**config.mk**
```make
export PLATFORM = sky130hd
export DESIGN_NAME = rom_entry_walker
export DESIGN_NICKNAME = d
export VERILOG_FILES = /design/src/rtl/rew_pkg.sv /design/src/rtl/rew_bound_chk.sv /design/src/rtl/rew_rec_decode.sv /design/src/rtl/rom_entry_walker.sv
export SDC_FILE = /design/constraint.sdc
export NUM_CORES = 1
export LEC_CHECK = 0
export BUFFER_PORTS_ARGS = -buffer_cell sky130_fd_sc_hd__buf_2
export CAP_MARGIN = 40
export CORE_MARGIN = 1
export CORE_UTILIZATION = 59
export CTS_BUF_LIST = sky130_fd_sc_hd__clkbuf_16
export DETAILED_ROUTE_END_ITERATION = 10
export PLACE_DENSITY = 0.91
export RECOVER_POWER = 100
export SYNTH_ARGS = -nofsm -noshare
export SYNTH_HDL_FRONTEND = slang
export SYNTH_SLANG_ARGS = --single-unit
```
**constraint.sdc**
```tcl
create_clock -name clk -period 4.6 [get_ports clk]
set_input_delay 0.46 -clock clk [delete_from_list [all_inputs] [get_ports clk]]
set_output_delay 0.46 -clock clk [all_outputs]
set_load 0.005 [all_outputs]
```
**src/rtl/rew_pkg.sv**
```systemverilog
package rew_pkg;

  typedef enum logic [2:0] {
    ST_IDLE,
    ST_CHECK,
    ST_A0,
    ST_A1,
    ST_HDR,
    ST_B2,
    ST_B3
  } walk_st_t;

  typedef struct packed {
    logic [5:0] index;
    logic       is_port;
    logic       disabled;
    logic       link;
    logic       dual_valid;
    logic [5:0] dual_port;
    logic       len_err;
  } rec_t;

endpackage

```
**src/rtl/rew_bound_chk.sv**
```systemverilog
module rew_bound_chk #(
  parameter int AW = 11
) (
  input  logic [AW-1:0] pos,
  input  logic [AW-1:0] size,
  input  logic [7:0]    len,
  output logic          at_end,
  output logic          tail_one,
  output logic          len_bad,
  output logic [AW-1:0] next_pos
);
  localparam int SW = AW + 1;

  logic [SW-1:0] pos_ext;
  logic [SW-1:0] size_ext;
  logic [SW-1:0] end_sum;

  always_comb begin
    pos_ext  = {1'b0, pos};
    size_ext = {1'b0, size};
    end_sum  = pos_ext + SW'(len);
    at_end   = pos_ext >= size_ext;
    tail_one = (pos_ext + SW'(1)) == size_ext;
    len_bad  = (len == 8'd0) || (end_sum > size_ext);
    next_pos = end_sum[AW-1:0];
  end
endmodule

```
**src/rtl/rew_rec_decode.sv**
```systemverilog
module rew_rec_decode
  import rew_pkg::*;
#(
  parameter int PORT_LEN = 8
) (
  input  logic [7:0] hdr,
  input  logic [7:0] len,
  input  logic       b2_link,
  input  logic       b2_dual,
  input  logic [5:0] b3_port,
  output rec_t       rec,
  output logic       need_body
);
  logic live_port;

  always_comb begin
    live_port      = hdr[7] & ~hdr[6];
    need_body      = live_port & (len == 8'(PORT_LEN));
    rec.index      = hdr[5:0];
    rec.is_port    = hdr[7];
    rec.disabled   = hdr[6];
    rec.len_err    = live_port & (len != 8'(PORT_LEN));
    rec.link       = need_body & b2_link;
    rec.dual_valid = need_body & b2_dual;
    rec.dual_port  = need_body ? b3_port : 6'd0;
  end
endmodule

```
**src/rtl/rom_entry_walker.sv**
```systemverilog
module rom_entry_walker
  import rew_pkg::*;
#(
  parameter int AW        = 11,
  parameter int HDR_BYTES = 22,
  parameter int PORT_LEN  = 8
) (
  input  logic          clk,
  input  logic          rst,
  input  logic          start,
  input  logic [AW-1:0] rom_size,
  output logic [AW-1:0] rd_addr,
  input  logic [7:0]    rd_data,
  output logic          busy,
  output logic          ent_valid,
  output logic [5:0]    ent_index,
  output logic          ent_is_port,
  output logic          ent_disabled,
  output logic          ent_link,
  output logic          ent_dual_valid,
  output logic [5:0]    ent_dual_port,
  output logic          ent_len_err,
  output logic          done,
  output logic          err
);
  localparam logic [AW-1:0] START_POS = AW'(HDR_BYTES);

  walk_st_t      state;
  logic [AW-1:0] pos;
  logic [7:0]    len_q;
  logic [7:0]    hdr_q;
  logic          b2_link_q;
  logic          b2_dual_q;
  rec_t          rec_q;

  logic          at_end, tail_one, len_bad;
  logic [AW-1:0] next_pos;
  logic [7:0]    hdr_sel;
  rec_t          rec_d;
  logic          need_body;

  rew_bound_chk #(.AW(AW)) u_bound (
    .pos      (pos),
    .size     (rom_size),
    .len      (len_q),
    .at_end   (at_end),
    .tail_one (tail_one),
    .len_bad  (len_bad),
    .next_pos (next_pos)
  );

  assign hdr_sel = (state == ST_HDR) ? rd_data : hdr_q;

  rew_rec_decode #(.PORT_LEN(PORT_LEN)) u_dec (
    .hdr       (hdr_sel),
    .len       (len_q),
    .b2_link   (b2_link_q),
    .b2_dual   (b2_dual_q),
    .b3_port   (rd_data[5:0]),
    .rec       (rec_d),
    .need_body (need_body)
  );

  always_ff @(posedge clk) begin
    if (rst) begin
      state     <= ST_IDLE;
      pos       <= '0;
      len_q     <= '0;
      hdr_q     <= '0;
      b2_link_q <= 1'b0;
      b2_dual_q <= 1'b0;
      rd_addr   <= '0;
      rec_q     <= '0;
      ent_valid <= 1'b0;
      done      <= 1'b0;
      err       <= 1'b0;
    end else begin
      ent_valid <= 1'b0;
      done      <= 1'b0;
      err       <= 1'b0;
      case (state)
        ST_IDLE: begin
          if (start) begin
            pos   <= START_POS;
            state <= ST_CHECK;
          end
        end
        ST_CHECK: begin
          if (at_end) begin
            done  <= 1'b1;
            state <= ST_IDLE;
          end else if (tail_one) begin
            err   <= 1'b1;
            state <= ST_IDLE;
          end else begin
            rd_addr <= pos;
            state   <= ST_A0;
          end
        end
        ST_A0: begin
          rd_addr <= pos + AW'(1);
          state   <= ST_A1;
        end
        ST_A1: begin
          len_q   <= rd_data;
          rd_addr <= pos + AW'(2);
          state   <= ST_HDR;
        end
        ST_HDR: begin
          hdr_q <= rd_data;
          if (len_bad) begin
            err   <= 1'b1;
            state <= ST_IDLE;
          end else if (need_body) begin
            rd_addr <= pos + AW'(3);
            state   <= ST_B2;
          end else begin
            rec_q     <= rec_d;
            ent_valid <= 1'b1;
            pos       <= next_pos;
            state     <= ST_CHECK;
          end
        end
        ST_B2: begin
          b2_link_q <= rd_data[4];
          b2_dual_q <= rd_data[7];
          state     <= ST_B3;
        end
        ST_B3: begin
          rec_q     <= rec_d;
          ent_valid <= 1'b1;
          pos       <= next_pos;
          state     <= ST_CHECK;
        end
        default: state <= ST_IDLE;
      endcase
    end
  end

  assign busy           = (state != ST_IDLE);
  assign ent_index      = rec_q.index;
  assign ent_is_port    = rec_q.is_port;
  assign ent_disabled   = rec_q.disabled;
  assign ent_link       = rec_q.link;
  assign ent_dual_valid = rec_q.dual_valid;
  assign ent_dual_port  = rec_q.dual_port;
  assign ent_len_err    = rec_q.len_err;

  // Outcome pulses are exclusive and close the walk
  p_single_outcome_r10: assert property (@(posedge clk) disable iff (rst)
    !(done && err));
  p_outcome_idle_r10: assert property (@(posedge clk) disable iff (rst)
    (done || err) |-> !busy);
  p_restart_ignored_r10: assert property (@(posedge clk) disable iff (rst)
    (busy && start) |=> (busy || done || err));

  // Records only appear inside a walk, never with the outcome
  p_rec_in_walk_r6: assert property (@(posedge clk) disable iff (rst)
    ent_valid |-> busy);
  p_no_rec_on_outcome_r5: assert property (@(posedge clk) disable iff (rst)
    !(ent_valid && (done || err)));

  // Generic or disabled records carry no port detail
  p_plain_rec_r7: assert property (@(posedge clk) disable iff (rst)
    (ent_valid && (!ent_is_port || ent_disabled)) |->
      (!ent_link && !ent_dual_valid && !ent_len_err && ent_dual_port == 6'd0));

  // Length fault only on enabled port records, with no link detail
  p_len_err_port_r8: assert property (@(posedge clk) disable iff (rst)
    (ent_valid && ent_len_err) |->
      (ent_is_port && !ent_disabled && !ent_link && !ent_dual_valid));

endmodule

```
==> results of run 1 <==
[tightest hold or removal path: cells and delay by family]
kind	cells	cell delay [ns]
AO/OA/AOI/OAI	1	0.05
buffers and inverters	1	0.13
AND/OR/NAND/NOR	1	0.06
[where the power goes]
group	internal (W)	switching, W
logic	0.000101	0.000170
clock network	0.000364	0.000264
registers	0.000566	0.0000212
total	0.00103	0.000454
[logic make-up after synthesis]
family | count (synthesis)
fa+ha+maj | 35
flops | 63
compound gates | 158
mux | 9
buf+inv | 53
xor+xnor | 28
simple gates | 194
[registers in the layout (all words and copies together), names as in the netlist, 3 cells and up]
signal and cells:
ent_index 6, len_q 8, rd_addr 11, pos 11, ent_dual_port 6, hdr_q 8, state 3
[placed cells by master, fill, tap and decap left out, types with 20 or more instances in the layout]
master and instances:
buf_2 31, xnor2_1 24, inv_1 21, nand3_1 21, a21oi_1 43, dfxtp_1 63
o21ai_0 38, nand2_1 52, clkbuf_1 26, nor3_1 20, ha_1 33, nor2_1 27
[area by class of cell]
class / instances / area [sq um]
clock inverters: 7 / 47.5
clock buffers: 9 / 225
inverters: 21 / 78.8
multi-input cells: 424 / 2860
fillers: 517 / 2040
flip-flops and latches: 63 / 1260
repair buffers: 62 / 310
well taps: 96 / 120
[metal layers]
metal	wire length (um)	track usage [%]	up-vias
li1	-	-	2077
met4	586	20.3	0
met2	5780	53.5	272
met1	4780	39.7	2064
met3	1060	6.03	68
met5	0	0	-
[metrics by stage]
step / instance area [sq um] / util (%)
global route: 4900 / 70.6
global placement: 4640 / 66.8
CTS: 4940 / 71.2
floorplan: 4340 / -
detailed placement: 4670 / 67.3
finish: 4900 / 70.6
[worst paths after layout]
| kind | start | depth (start not counted) | slack (ns) | end |
|---|---|---|---|---|
| worst min register to register | hdr_q[4] | 2 | 0.46 | hdr_q[4] |
| worst min-delay path | rd_data[1] | 3 | 0.40 | hdr_q[1] |
| worst max-delay path | pos[0] | 15 | 0.39 | pos[1] |
| worst max register to register | pos[0] | 15 | 0.39 | pos[1] |
[timing repair]
item,4_1_cts,5_1_grt
resized for setup,0,1
hold buffers,0,0
setup buffers,0,0
endpoints found under the setup margin,0,1
==> metrics, run 1 <==
GR Overflow Total 0; total wire length 12,200 um; setup slack at placement 0.343 ns; CP peak stage delay 0.54 ns; largest net degree at the start of global routing 34; Synth Instances 540; critical path type reg2reg; post-DP HPWL 8700 um; total power 0.00149 W; chip height 87.8 um; vias in the first global route 4,187; Vias 4,481; TritonCTS clock tree built; Worst Tran Pin Value 0.891 ns; Cells after DPL 666; cell with the most instances after synthesis dfxtp_1; top post-synthesis cells by area dfxtp_1 29%, ha_1 9.5%, a21oi_1 5.0%; Buf+Inv Stages, Crit Path 1; status complete, no violations; Power Density 303 nW/um^2; row cnt 30; Routed Antenna Nets 0; Yosys cell types 66; clk root buf clkbuf_16; largest family of logic cells by synthesized area simple AND/OR/NAND/NOR gates; Synth Area in XOR/XNOR 5.65%; WP data arrival 4.43 ns; post-synthesis adder-cell area fraction 10.4%; mux share of post-synthesis cell area 2.36%; IO Count 54; Final Hold Fails 0; Cell Chain, Critical Path ha_1, fa_1, a21oi_1, o211ai_1, o311ai_2, xnor2_1, ha_1, nand4_1, nor2_1, a31o_2, a31oi_1, clkbuf_1, nor3_4, nor3_1, a2111oi_0; first-pass GRT wire length 19,400 um; initial antenna violation count 0; Post-Syn Nets 597; post-synth top area share 29.1%; share of cells above drive strength 1 12.6%; Fin Clk Skew 0.00922 ns; Slowest cell on crit path nor3_4; # clock sinks 63; Placer Congestion 0.965; WL/cell 17.9 um; Simple-Gate Fraction of Synth Area 24.1%; Final nets 638; CP Launch Type flip-flop; worst min path class in2reg; number of iterations in the first detailed-routing pass 5; FMAX 0.238 GHz; clk_lat worst skew 0.34 ns; Max Cap Viol 0; n_diodes 0; Seq/Total Area, Yosys 29.1%; final number of setup-violating endpoints 0; Peak VDD IR 0.182 mV; Leak Pwr 1.86 nW; TritonCTS Buffers 9; post-route setup TNS 0 ns; FFs w/ async S/R, synth 0%; Synth Register Bits 63; Initial Utilization 62.5%; Syn. warnings 0; Avg Inst Size Synth 8.04 sq um; core area 6940 sq um; final hold slack 0.404 ns; Synth-to-Final Area Change 13.0%; Port Buffer Count 53; critical-path maximum fanout 10; period utilization 91.5%; top post-synthesis cells by count 63 x dfxtp_1, 51 x nand2_1, 43 x a21oi_1; CTS Buffer Depth 2; Synth Area in Compound Gates 23.4%; starting DRC count in detailed routing 437; # DRC 0; Synth area leader dfxtp_1; Post-Syn Area 4340 sq um; Die ar. 7700 sq um; clock transition at the registers of the reported paths 0.06 ns; chip width 87.8 um; critical path's top delay family compound AO/OA/AOI/OAI gates; RSZ-0062 raised after global routing no; # H-tree levels 3; Worst slew margin 40.6%; CP required 4.83 ns; total track usage 32.7%; Vias/cell 6.57; final worst path period need 4.21 ns; Worst setup EP type flip-flop; Post-synth EDFFs 0; crit-path most repeated cell ha_1; Max Slew Vio Count 0; Setup WS post-layout 0.391 ns; Synth Flop Type dfxtp_1; Finished Layout Cells 682
No activity file was read; power rests on OpenSTA's default activity.
==> run 2, diff against run 1 <==
- SYNTH_HIERARCHICAL: unset -> 1
==> run 2 against run 1 <==
Effect of this change:
- via count fell by 0.29%
- critical endpoint is now rd_addr[3]
- non-clock buffer count grew 5
- fmax shrank 3.0%
- global-route usage down 0.66 points
- largest cell class unchanged
- combinational power down 15%
- design area increased by 2.9%
==> metrics, run 2 <==
status complete, no violations; n_diodes 0; core area 7290 sq um; # clock sinks 63; final number of setup-violating endpoints 0; Worst Hold Depth 3; Vias 4,468; number of iterations in the first detailed-routing pass 5; Worst slew margin 7.92%; Initial Utilization 61.6%; total wire length 12,100 um; WL/cell 17.0 um; cell with the most instances after synthesis nand2_1; commonest non-fill, non-tap cell in the layout nand2_1; total power 0.00152 W; Worst setup EP type flip-flop; Sw Share 26.4%; post-DP HPWL 8430 um; internal power 0.00112 W; share of cells above drive strength 1 12.9%; top post-synthesis cells by count 100 x nand2_1, 63 x dfxtp_1, 46 x nor2_1; FMAX 0.230 GHz; clock transition at the registers of the reported paths 0.05 ns; FF-to-FF End rd_addr[3]; Final Hold Fails 0; fillcell total 596; Worst Tran Pin Value 1.38 ns; Max Slew Vio Count 0; Final nets 664; crit-path most repeated cell ha_1; post-route setup TNS 0 ns; starting DRC count in detailed routing 348; CP required 4.80 ns; GR Overflow Total 0; period utilization 94.4%; top flop regs pos: 11 flops, rd_addr: 11 flops; Post-Syn Area 4490 sq um; worst r2r path cells 17; post-layout util 69.2%; Syn. warnings 6; flop-to-flop setup slack 0.26 ns; worst min path class in2reg; Seq/Total Area, Yosys 28.1%; Synth area leader dfxtp_1; vias in the first global route 4,084; Synth Flop Type dfxtp_1; Post-CTS Repair Setup Buffers 0; Fin Clk Skew 0.00728 ns; clk_lat worst skew 0.33 ns; Post-synth EDFFs 0; first-pass GRT wire length 19,200 um; CP peak stage delay 0.43 ns; Die ar. 7960 sq um; Vias/cell 6.28; Post-Syn Nets 627; chip width 89.2 um; Power Density 301 nW/um^2; Synth-to-Final Area Change 12.4%; Synth Instances 571; Flop pwr share 37.9%; Routed Antenna Nets 0; DR WL met3 1100 um; most frequent cells in the layout 99 x nand2_1, 63 x dfxtp_1, 46 x nor2_1, 40 x a21oi_1, 33 x ha_1; largest net degree at the start of global routing 50; RSZ-0062 raised after global routing no; WP data arrival 4.54 ns; TritonCTS Buffers 9; row cnt 31; clock power share 46.9%; Peak VDD IR 0.309 mV; CTS Buffer Depth 2; WL met2 5650 um; Max Cap Viol 0; final worst path period need 4.34 ns; post-synth top area share 28.1%; Comb power frac 15.2%; Yosys cell types 77; Leak Pwr 2.04 nW; HP Start rd_data[1]; Cell Chain, Critical Path ha_1, fa_1, a211oi_1, nor2_1, o221ai_1, a21boi_0, ha_1, o21ai_0, o21bai_1, a21o_1, a221oi_1, o211ai_1, nor2b_1, nand2_1, and2_4, nor4b_2, nor3_2; Synth Register Bits 63; M1 wire length 4890 um; critical path type reg2reg; CP Launch Type flip-flop; critical-path maximum fanout 6; FFs w/ async S/R, synth 0%; initial antenna violation count 0; WHS Endpoint len_q[1]; Worst R2R Start len_q[0]; critical path's top delay family compound AO/OA/AOI/OAI gates; Slowest cell on crit path fa_1; total track usage 32.0%; clk root buf clkbuf_16; TritonCTS clock tree built; Net Sw Power 0.000400 W; Placer Congestion 0.974; # DRC 0; top post-synthesis cells by area dfxtp_1 28%, ha_1 9.2%, nand2_1 8.4%; Buf+Inv Stages, Crit Path 0; Avg Inst Size Synth 7.86 sq um; chip height 89.2 um; Top Layer Used met4; IO Count 54; Port Buffer Count 53; # H-tree levels 3
run 2: cell count changes after synthesis, moves of 6 or more:
| cell | delta |
|---|---|
| nor2b_1 | +7 |
| buf_4 | +9 |
| nand2_1 | +49 |
| nand4_1 | -12 |
| or3_1 | -7 |
| nor2_1 | +19 |
| a31oi_1 | -13 |
| o21ai_0 | -25 |
| nor3_1 | -11 |
| nand3_1 | -10 |
| a211oi_1 | -6 |
| xnor2_1 | -9 |
| inv_1 | +8 |
| a22oi_1 | +9 |
run 2: logic make-up after synthesis:
logic type | after synthesis | synth area share [%]
AND/OR/NAND/NOR | 244 | 28.9
AO/OA/AOI/OAI | 133 | 20.3
buffers and inverters | 68 | 7.19
flip-flops | 63 | 28.1
adder cells (fa/ha/maj) | 35 | 9.95
XOR/XNOR | 24 | 4.68
multiplexers | 4 | 0.892
run 2: what timing repair did:
| action | in CTS | in global routing |
|---|---|---|
| endpoints found under the setup margin | 0 | 2 |
| hold buffers | 0 | 0 |
| endpoints found under the hold margin | 0 | 0 |
| resized for setup | 0 | 1 |
run 2: layer usage:
| metal | up-vias | track usage (%) |
|---|---|---|
| li1 | 2093 | - |
| met1 | 2088 | 38.5 |
| met2 | 243 | 52.3 |
| met3 | 44 | 9.05 |
| met4 | 0 | 16.5 |
| met5 | - | 0 |
run 2: worst max path at each step:
stage              from    endpoint  slack [ns]  depth (start not counted)
6_report       len_q[0]  rd_addr[3]        0.26                         17
5_1_grt        len_q[0]  rd_addr[3]       0.005                         17
3_3_place_gp   len_q[0]      pos[2]        0.49                         17
2_1_floorplan    pos[0]      pos[1]        0.67                         18
3_5_place_dp   len_q[0]  rd_addr[8]        0.41                         17
4_1_cts        len_q[0]  rd_addr[8]        0.32                         17
run 2: final cells by class:
type,instances,area [sq um],area share (%)
inverter,27,101,2.01
multi-input combinational,440,2910,57.6
tap,99,124,2.45
timing repair buffer,67,337,6.67
clock buffer,9,225,4.46
sequential,63,1260,25.0
clock inverter,7,88.8,1.76
run 2: through the flow:
step	hold slack (ns)	cell area, sq um	worst slack (ns)	cells
floorplan	0.436	4490	0.673	571
global placement	0.442	4760	0.489	695
detailed placement	0.444	4780	0.406	696
CTS	0.393	5090	0.325	712
global route	0.401	5050	0.00481	712
finish	0.400	5050	0.259	712
run 2: power groups by stage:
stage	sequential (W)	clock [W]	combinational, W
after floorplan	0.000592	0	0.000152
after global placement	0.000585	0	0.000216
after detailed placement	0.000586	0	0.000227
after CTS	0.000575	0.000716	0.000230
after global routing	0.000578	0.000743	0.000251
final	0.000575	0.000711	0.000230
run 2: worst min-delay path, cell delays in order:
cell	delay (ns)
buf_2	0.12
nand2_1	0.05
a21oi_1	0.05
==> run 3, diff against run 2 <==
- BUFFER_PORTS_ARGS: -buffer_cell sky130_fd_sc_hd__buf_2 -> -buffer_cell sky130_fd_sc_hd__clkbuf_2
==> run 3 against run 2 <==
Effect of this change:
- utilization hardly changed
- wire length is 1.8% lower
- final cell count is 0.14% lower
- sequential share of layout area hardly changed
- sequential power is 1% higher
- global-route usage is 1.0 points lower
- clock power is 3% higher
- clock-buffer cell count stayed put
- critical path depth stayed put
- sequential cell count stayed put
- die area stayed put
- critical endpoint unchanged
==> metrics, run 3 (synthesis results as in run 2) <==
Slowest cell on crit path fa_1; # DRC 0; Worst setup EP type flip-flop; CP peak stage delay 0.42 ns; most frequent cells in the layout 100 x nand2_1, 63 x dfxtp_1, 46 x nor2_1, 40 x a21oi_1, 33 x ha_1; Max Slew Vio Count 0; IO Count 54; Final nets 663; CTS Hold Bufs 0; Vias/cell 6.23; number of iterations in the first detailed-routing pass 5; DP Area 4760 sq um; total power 0.00153 W; clk_lat worst skew 0.34 ns; worst min path class in2reg; CP required 4.80 ns; CP Launch Type flip-flop; # H-tree levels 3; CTS Buffer Depth 2; core area 7290 sq um; Setup crit end rd_addr[3]; critical path's top delay family compound AO/OA/AOI/OAI gates; post-route setup TNS 0 ns; initial antenna violation count 0; Cell Chain, Critical Path ha_1, fa_1, a211oi_1, nor2_1, o221ai_1, a21boi_0, ha_1, o21ai_0, o21bai_1, a21o_1, a221oi_1, o211ai_1, nor2b_1, nand2_1, and2_2, nor4b_2, nor3_2; n_diodes 0; number of cells on the critical path 17; share of cells above drive strength 1 14.2%; final hold slack 0.387 ns; Final Hold Fails 0; total wire length 11,900 um; cell area after layout 5050 sq um; Worst slew margin 43.4%; Vias 4,426; Leak Pwr 2.06 nW; starting DRC count in detailed routing 423; crit-path most repeated cell ha_1; Routed Antenna Nets 0; flop-to-flop setup slack 0.30 ns; Power Density 303 nW/um^2; top flop regs pos: 11 flops, rd_addr: 11 flops; Placer Congestion 0.945; final number of setup-violating endpoints 0; critical path type reg2reg; status complete, no violations; final worst path period need 4.30 ns; Worst Tran Pin Value 0.848 ns; Net Sw Power 0.000410 W; WP data arrival 4.50 ns; commonest non-fill, non-tap cell in the layout nand2_1; worst r2r path cells 17; Max Cap Viol 0; Die ar. 7960 sq um; Sw Share 26.8%; internal power 0.00112 W; post-DP HPWL 8210 um; largest net degree at the start of global routing 66; TritonCTS Buffers 9; TritonCTS clock tree built; post-layout util 69.2%; Worst R2R Start len_q[0]; cts repair resizes 0; Flop pwr share 37.9%; # clock sinks 63; Fin Clk Skew 0.00637 ns; row cnt 31; Comb power frac 14.4%; chip width 89.2 um; Post-CTS Repair Setup Buffers 0; chip height 89.2 um; Initial Utilization 61.6%; clock transition at the registers of the reported paths 0.05 ns; GR Overflow Total 0; first-pass GRT wire length 18,800 um; period utilization 93.5%; Buf+Inv Stages, Crit Path 0; FMAX 0.233 GHz; Port Buffer Count 53; critical path startpoint len_q[0]; total track usage 31.0%; vias in the first global route 4,026; Peak VDD IR 0.219 mV; clock power share 47.7%; critical-path maximum fanout 6; clk root buf clkbuf_16; RSZ-0062 raised after global routing no; Synth-to-Final Area Change 12.4%; FF-to-FF End rd_addr[3]; WL/cell 16.7 um
-- run 3: changes by cell type in the layout (fill, tap and decap cells not counted), sizes merged --
| cell | previous run | this run |
|---|---|---|
| buf | 36 | 12 |
| inv | 28 | 27 |
| clkbuf | 40 | 63 |
| clkinv | 2 | 3 |
-- run 3: routing by layer --
metal / track usage [%] / vias up / share of wire, %
met5: 0 / - / 0
met4: 15.3 / 0 / 3.8
met3: 7.02 / 54 / 7.9
met2: 52.0 / 232 / 48
met1: 37.4 / 2046 / 40
li1: - / 2094 / -
-- run 3: worst min-delay path by stage --
stage	start	to	slack, ns	cells past startpoint
after floorplan	b2_dual_q	b2_dual_q	0.44	2
after global placement	ent_dual_port[2]	ent_dual_port[2]	0.44	2
after detailed placement	ent_index[2]	ent_index[2]	0.45	2
after CTS	rd_data[0]	len_q[0]	0.38	3
after global routing	rd_data[0]	len_q[0]	0.39	3
final	rd_data[0]	len_q[0]	0.39	3
-- run 3: power groups by stage --
| stage | registers [W] | logic, W | clock network (W) |
|---|---|---|---|
| floorplan | 0.000592 | 0.000152 | 0 |
| CTS | 0.000581 | 0.000220 | 0.000733 |
| global placement | 0.000591 | 0.000209 | 0 |
| detailed placement | 0.000592 | 0.000218 | 0 |
| finish | 0.000581 | 0.000220 | 0.000730 |
| global route | 0.000583 | 0.000241 | 0.000760 |
-- run 3: worst register-to-register path, stage by stage, from the launching register on --
cell      delay (ns)
dfxtp_1         0.35
ha_1            0.24
fa_1            0.42
a211oi_1        0.24
nor2_1          0.10
o221ai_1        0.29
a21boi_0        0.30
ha_1            0.30
o21ai_0         0.17
o21bai_1        0.08
a21o_1          0.18
a221oi_1        0.29
o211ai_1        0.20
nor2b_1         0.18
nand2_1         0.10
and2_2          0.29
nor4b_2         0.36
nor3_2          0.07
-- run 3: per-stage QoR --
stage | std cells | worst slack (ns)
2_1_floorplan | 571 | 0.673
3_3_place_gp | 695 | 0.537
3_5_place_dp | 695 | 0.416
4_1_cts | 711 | 0.361
5_1_grt | 711 | 0.0199
6_report | 711 | 0.300
-- run 3: area by class of cell --
class,count,area (sq um)
Timing Repair Buffer,66,333
Tap cell,99,124
Clock inverter,7,97.6
Clock buffer,9,225
Multi-Input combinational cell,440,2910
Fill cell,614,2240
Sequential cell,63,1260
Inverter,27,101
